`src/rtl/psr_pkg.sv`:
```
package psr_pkg;
  localparam int unsigned PSR_W  = 32;
  localparam int unsigned MODE_W = 5;

  // bit classes
  localparam logic [PSR_W-1:0] FLAG_BITS   = 32'hF000_0000;
  localparam logic [PSR_W-1:0] PRIV_BITS   = 32'h0000_00CF;
  localparam logic [PSR_W-1:0] STATE_BITS  = 32'h0000_0020;
  // field selects
  localparam logic [PSR_W-1:0] FLAGS_FIELD = 32'hFF00_0000;
  localparam logic [PSR_W-1:0] CTRL_FIELD  = 32'h0000_00FF;

  localparam logic [MODE_W-1:0] MODE_USER = 5'b10000;
  localparam logic [MODE_W-1:0] MODE_SUPV = 5'b10011;
  localparam logic [PSR_W-1:0]  CUR_RST   = 32'h0000_00D3;
  localparam logic [PSR_W-1:0]  SAV_RST   = 32'h0000_0000;

  typedef struct packed {
    logic [PSR_W-1:0] cur;
    logic [PSR_W-1:0] sav;
  } wmask_t;
endpackage

```
`src/rtl/psr_operand.sv`:
```
module psr_operand #(
  parameter int unsigned W     = 32,
  parameter int unsigned IMM_W = 8,
  parameter int unsigned ROT_W = 4
) (
  input  logic             imm_sel_i,
  input  logic [W-1:0]     reg_op_i,
  input  logic [IMM_W-1:0] imm_i,
  input  logic [ROT_W-1:0] rot_i,
  output logic [W-1:0]     op_o
);
  localparam int unsigned SH_W = $clog2(2 * W);

  logic [W-1:0]    imm_ext;
  logic [SH_W-1:0] amt;
  logic [2*W-1:0]  dbl;

  always_comb begin
    imm_ext = W'(imm_i);
    amt     = SH_W'({rot_i, 1'b0});
    dbl     = {imm_ext, imm_ext} >> amt;
    op_o    = imm_sel_i ? dbl[W-1:0] : reg_op_i;
  end
endmodule

```
`src/rtl/psr_mask_gen.sv`:
```
module psr_mask_gen
  import psr_pkg::*;
(
  input  logic   fld_ctrl_i,
  input  logic   fld_flags_i,
  input  logic   priv_i,
  output wmask_t mask_o
);
  logic [PSR_W-1:0] field;

  always_comb begin
    field      = (fld_ctrl_i ? CTRL_FIELD : '0) | (fld_flags_i ? FLAGS_FIELD : '0);
    mask_o.cur = (field & FLAG_BITS) | (priv_i ? (field & PRIV_BITS) : '0);
    mask_o.sav = field & (FLAG_BITS | PRIV_BITS | STATE_BITS);
  end
endmodule

```
`src/rtl/psr_regs.sv`:
```
module psr_regs
  import psr_pkg::*;
(
  input  logic             clk_i,
  input  logic             rst_ni,
  input  logic             wr_en_i,
  input  logic             wr_saved_i,
  input  wmask_t           mask_i,
  input  logic [PSR_W-1:0] op_i,
  output logic [PSR_W-1:0] cur_o,
  output logic [PSR_W-1:0] sav_o
);
  logic [PSR_W-1:0] cur_q, sav_q, cur_d, sav_d;

  always_comb begin
    cur_d = cur_q;
    sav_d = sav_q;
    if (wr_en_i && !wr_saved_i) begin
      cur_d = (cur_q & ~mask_i.cur) | (op_i & mask_i.cur);
      // mode MSB forced high on any control update
      if (|(mask_i.cur & PRIV_BITS)) cur_d[MODE_W-1] = 1'b1;
    end
    if (wr_en_i && wr_saved_i) sav_d = (sav_q & ~mask_i.sav) | (op_i & mask_i.sav);
  end

  always_ff @(posedge clk_i or negedge rst_ni) begin
    if (!rst_ni) begin
      cur_q <= CUR_RST;
      sav_q <= SAV_RST;
    end else begin
      cur_q <= cur_d;
      sav_q <= sav_d;
    end
  end

  assign cur_o = cur_q;
  assign sav_o = sav_q;
endmodule

```
`src/rtl/psr_write_ctrl.sv`:
```
module psr_write_ctrl
  import psr_pkg::*;
#(
  parameter int unsigned IMM_W = 8,
  parameter int unsigned ROT_W = 4
) (
  input  logic              clk_i,
  input  logic              rst_ni,
  input  logic              wr_en_i,
  input  logic              wr_saved_i,
  input  logic              wr_imm_i,
  input  logic              fld_ctrl_i,
  input  logic              fld_flags_i,
  input  logic [PSR_W-1:0]  reg_op_i,
  input  logic [IMM_W-1:0]  imm8_i,
  input  logic [ROT_W-1:0]  rot_i,
  input  logic              rd_saved_i,
  output logic [PSR_W-1:0]  rd_data_o,
  output logic [PSR_W-1:0]  cur_psr_o,
  output logic [PSR_W-1:0]  saved_psr_o,
  output logic [MODE_W-1:0] mode_o
);
  logic [PSR_W-1:0] op, cur, sav;
  logic             priv;
  wmask_t           mask;

  psr_operand #(.W(PSR_W), .IMM_W(IMM_W), .ROT_W(ROT_W)) u_operand (
    .imm_sel_i (wr_imm_i),
    .reg_op_i  (reg_op_i),
    .imm_i     (imm8_i),
    .rot_i     (rot_i),
    .op_o      (op)
  );

  assign priv = (cur[MODE_W-1:0] != MODE_USER);

  psr_mask_gen u_mask (
    .fld_ctrl_i  (fld_ctrl_i),
    .fld_flags_i (fld_flags_i),
    .priv_i      (priv),
    .mask_o      (mask)
  );

  psr_regs u_regs (
    .clk_i      (clk_i),
    .rst_ni     (rst_ni),
    .wr_en_i    (wr_en_i),
    .wr_saved_i (wr_saved_i),
    .mask_i     (mask),
    .op_i       (op),
    .cur_o      (cur),
    .sav_o      (sav)
  );

  assign rd_data_o   = rd_saved_i ? sav : cur;
  assign cur_psr_o   = cur;
  assign saved_psr_o = sav;
  assign mode_o      = cur[MODE_W-1:0];
endmodule

```
`config.mk`:
```
export PLATFORM = sky130hd
export DESIGN_NAME = psr_write_ctrl
export DESIGN_NICKNAME = d
export VERILOG_FILES = /design/src/rtl/psr_pkg.sv /design/src/rtl/psr_operand.sv /design/src/rtl/psr_mask_gen.sv /design/src/rtl/psr_regs.sv /design/src/rtl/psr_write_ctrl.sv
export SDC_FILE = /design/constraint.sdc
export NUM_CORES = 1
export LEC_CHECK = 0
export ABC_CLOCK_PERIOD_IN_PS = 1600
export BUFFER_PORTS_ARGS = -buffer_cell sky130_fd_sc_hd__buf_2
export CAP_MARGIN = 20
export CORE_ASPECT_RATIO = 0.7
export CORE_MARGIN = 2
export CORE_UTILIZATION = 41
export CTS_BUF_LIST = sky130_fd_sc_hd__clkbuf_4
export DETAILED_ROUTE_END_ITERATION = 8
export PLACE_DENSITY = 0.83
export SETUP_SLACK_MARGIN = 0.5
export SLEW_MARGIN = 20
export SYNTH_ARGS = -nofsm -noshare
export SYNTH_HDL_FRONTEND = slang
export SYNTH_SLANG_ARGS = --single-unit
```
`constraint.sdc`:
```
create_clock -name clk_i -period 1.6 [get_ports clk_i]
set_input_delay 0 -clock clk_i [delete_from_list [all_inputs] [get_ports clk_i]]
set_output_delay 0 -clock clk_i [all_outputs]
set_load 0.02 [all_outputs]
```
Yosys cells after proc, flatten, opt, wreduce, memory -nomap -nowiden. Cells that the tools add are included.

Flip-flop bits (word level): 64. Bits in latches: 0. RAM bits: 0. Memory bits (read-only): 0. Input bits: 52. Output and inout bits: 101. Logic and storage cells: 24. Memories: 0.

Add/sub/neg operators: 0. Multiply operators: 0. Div/mod/pow operators: 0. $lt $le $gt $ge: 0. Equality and inequality tests: 1. Shifts and indexed selects: 1. Muxes and demuxes: 6. Bitwise logic cells: 10. Reductions and logical operators: 4.

Operators by type and width (count): bitwise AND 32 bit (4); OR 32 bit (4); two-way mux 32 bit (3); inverter 32 bit (2); right shift 40 x 5 -> 32 bit (1); two-way mux 8 bit (2); OR reduction 6 bit (1); inequality test 5 bit, second input constant (1); logical AND 1 bit (2); zero test 1 bit (1); two-way mux 1 bit (1).

Longest topological paths before layout.
Depth in word-level cells: 8. Depth in mapped cells: 6. Mapped depth without buffers: 4.

Modules after synthesis. From an unflattened synthesis, not the netlist that was laid out.

Cells, all modules: 436. Area, all modules: 4653.2 um^2.

Modules (own cells, without submodules): psr_regs (times used 1, cells each 206, area each 2687.6 um^2, seq. area each 1607.8 um^2); psr_operand (times used 1, cells each 122, area each 890.9 um^2, seq. area each 0.0 um^2); psr_write_ctrl (times used 1, cells each 43, area each 591.8 um^2, seq. area each 0.0 um^2); psr_mask_gen (times used 1, cells each 65, area each 483.0 um^2, seq. area each 0.0 um^2).

Worst setup path after synthesis. OpenSTA, ideal clock, no wires.

Path type: reg2reg. From: register (tool-made name). To: register (tool-made name). Setup time: 91 ps. Data arrival time: 1137 ps. Required time: 1509 ps. Slack: 372 ps. Cell stages (with the launch flop): 4. Buffers on the path: 0. Clock period less this slack: 1228 ps. Path through: dfstp_2 > nor4_1 > a21o_1 > o31ai_1.

==> results.md <==
- Core area: 4430 um2
- WP data arrival: approximately 1.4 ns
- Clock root cell: clkbuf_4
- Sequential element share of the synthesized area: 28.7%
- RSZ-0062 raised after global routing: yes
- Routed length per instance: roughly 14 um
- Vias in the first global route: 1456
- Critical-path cell list: nor4_2 > a21o_2 > o31ai_2
- Port bufs: between 60 and 70
- Final period utilization: 75.3%
- Top cell type's share of synthesized area: 26.4%
- Critical Path RT: 1.82 ns
- DRT antenna net count: 0
- Total wire length: slightly below 5 mm
- DRC viols: 0
- Primary FF master, synth: dfrtp_1
- Yosys cell types: 36
- Global-route usage over all layers: roughly 17%
- CTS tree: built
- CP Launch Type: flip-flop
- Initial antenna violation count: 0
- Layout Area Growth over Synthesis: 23.9%
- Pins over their slew limit: 0
- Gate Count Post-Synth: around 220
- Count leader, synth: buf_4
- Flop-to-flop setup slack: just under 0.4 ns
- Critical Path Max Stage Delay: 0.59 ns
- Setup WS pre-CTS: around 0.24 ns
- Leakage: about 1.2 nW
- Worst Hold Class: input port to flip-flop
- Initial core utilization: approximately 44%
- Post-route design area: 2400 um2
- HPWL after DPL: about 3.5 mm
- Post-DP Area: 2030 um2
- Least-Margin Pin Slew: roughly 0.5 ns
- Worst r2r path cells: 3
- Status: finished clean
- Crit-path max FO: 8
- Final Util: between 50% and 60%
- H-tree levels: 1
- EDFF count, synth: 0
- Cell Area, Synth: ~1900 um2
- Critical Path Stages: 3
- VDD IR max: between 0.2 and 0.3 mV
- DRT iter0 DRCs: 44
- Slew margin rel.: roughly 66%
- Die area: 5300 um2
- Antenna cells: 0
- Routability cong.: between 0.8 and 0.9
- Width of the die: 86.2 um
- Max clock buf depth: 2
- Final net count: 355
- Final setup TNS: 0 ns
- Cell taking the most area after synthesis: buf_4
- Syn_area_per_cell: 8.72 um2
- #FFs+latches synth: 22
- Worst Setup Slack, final: 0.396 ns
- Finish-stage setup viols: 0
- Synth Warn #: 0
- Fin crit period: between 1 and 1.5 ns
- Total grt overflow: 0
- Vias per inst: about 4.6
- Hold Slack: about 0.016 ns
- Worst-Skew Late Latency: ~0.3 ns
- Num CTS Buffers: 3
- Routed vias: ~1700
- Die Y: approximately 62 um
- F_max: between 800 and 900 MHz
- Top post-synthesis cells by area: buf_4 26%, dfrtp_1 22%, dfstp_2 6.8%
- Post-synth ARST share: 100%
- Bufs and invs on worst path: 0
- Setup Skew: 0.00473 ns
- Critical Path End Type: flip-flop
- Share of layout cells above drive strength 1: between 30% and 40%
- Top cells by count, synth: 68 x buf_4, 17 x dfrtp_1, 17 x nor2_1
- Reg clk slew, reported paths: about 0.12 ns
- Total clock sinks: 22
- Cell family with most CP delay: flip-flops
- Number of fill cells: approximately 410
- FP Rows: 20
- # IOs: 153
- Final Hold Fails: 0
- Slowest cell on crit path: dfstp_2
- Type of the worst setup path: flip-flop to flip-flop
- PD cells: 988 nW/um2
- First-pass DRT Iterations: 4
- Largest net degree at the start of global routing: 23
- First-pass GRT wire length: 6.91 mm
- Max-Cap Viols: 0
==> how the worst min path moves through the flow <==
stage | endpoint | startpoint | depth (start not counted)
after floorplan | async pin | rst_ni | 0
after global placement | async pin | rst_ni | 1
after detailed placement | async pin | rst_ni | 1
after CTS | flip-flop | reg_op_i[7] | 3
after global routing | flip-flop | reg_op_i[3] | 3
final | flip-flop | reg_op_i[3] | 3
==> power by group <==
group	internal (mW)	total (mW)	switching, mW
Combinational	0.559	1.30	0.742
Clock	0.114	0.276	0.162
Sequential	0.700	0.794	0.0938
Total	1.37	2.37	0.998
==> area by class of cell <==
class | instances | area (um2) | share of cell area (%)
clock buffer | 4 | 30.0 | 1.25
timing repair buffer | 92 | 632 | 26.3
tap | 55 | 68.8 | 2.87
sequential | 22 | 558 | 23.3
multi-input combinational | 184 | 1110 | 46.3
==> cell usage in the layout, fill, tap and decap left out, drive strengths merged <==
cell,n
dlygate4sd3,7
and3,2
a311oi,1
o31ai,8
and2b,1
a21o,2
nor2,17
nor2b,5
dfrtp,17
and2,1
buf,84
a22oi,2
clkbuf,5
mux2i,10
o221a,2
conb,62
dfstp,5
nor3b,4
mux2,10
nand2,13
nand3,6
or4,1
o21ai,8
and4b,2
nor4,1
a31oi,10
a21oi,2
nand4b,1
nand3b,5
nand2b,6
nor3,2
==> worst min-delay path: stages <==
cell     delay (ns)
buf_2          0.08
nor2_1         0.05
o31ai_2        0.16
==> metal layers <==
metal / share of wire [%] / global-route usage [%] / up-vias
met2: 49 / 29.2 / 76
met4: 0.39 / 3.40 / 0
met5: 0 / 0 / -
met1: 44 / 23.2 / 776
met3: 7.3 / 2.41 / 2
li1: - / - / 805
==> per-stage QoR <==
step	power [mW]	instances
CTS	2.28	354
global route	2.52	357
detailed placement	1.79	331
floorplan	1.62	283
global placement	1.76	331
finish	2.37	357
==> logic make-up after synthesis <==
family	share of synthesized area [%]
AO/OA/AOI/OAI	12.1
buffers and inverters	28.7
flip-flops	28.7
multiplexers	11.0
other	0.194
AND/OR/NAND/NOR	19.3
==> repair_timing <==
item | 4_1_cts | 5_1_grt
gates resized for setup | 28 | 20
hold endpoints to repair | 27 | 1
cloned | 0 | 0
buffers inserted | 13 | 2
hold buffers | 6 | 1
pin swaps | 4 | 3
setup endpoints to repair | 17 | 27
Note: power is estimated with default switching activity, not from simulation.
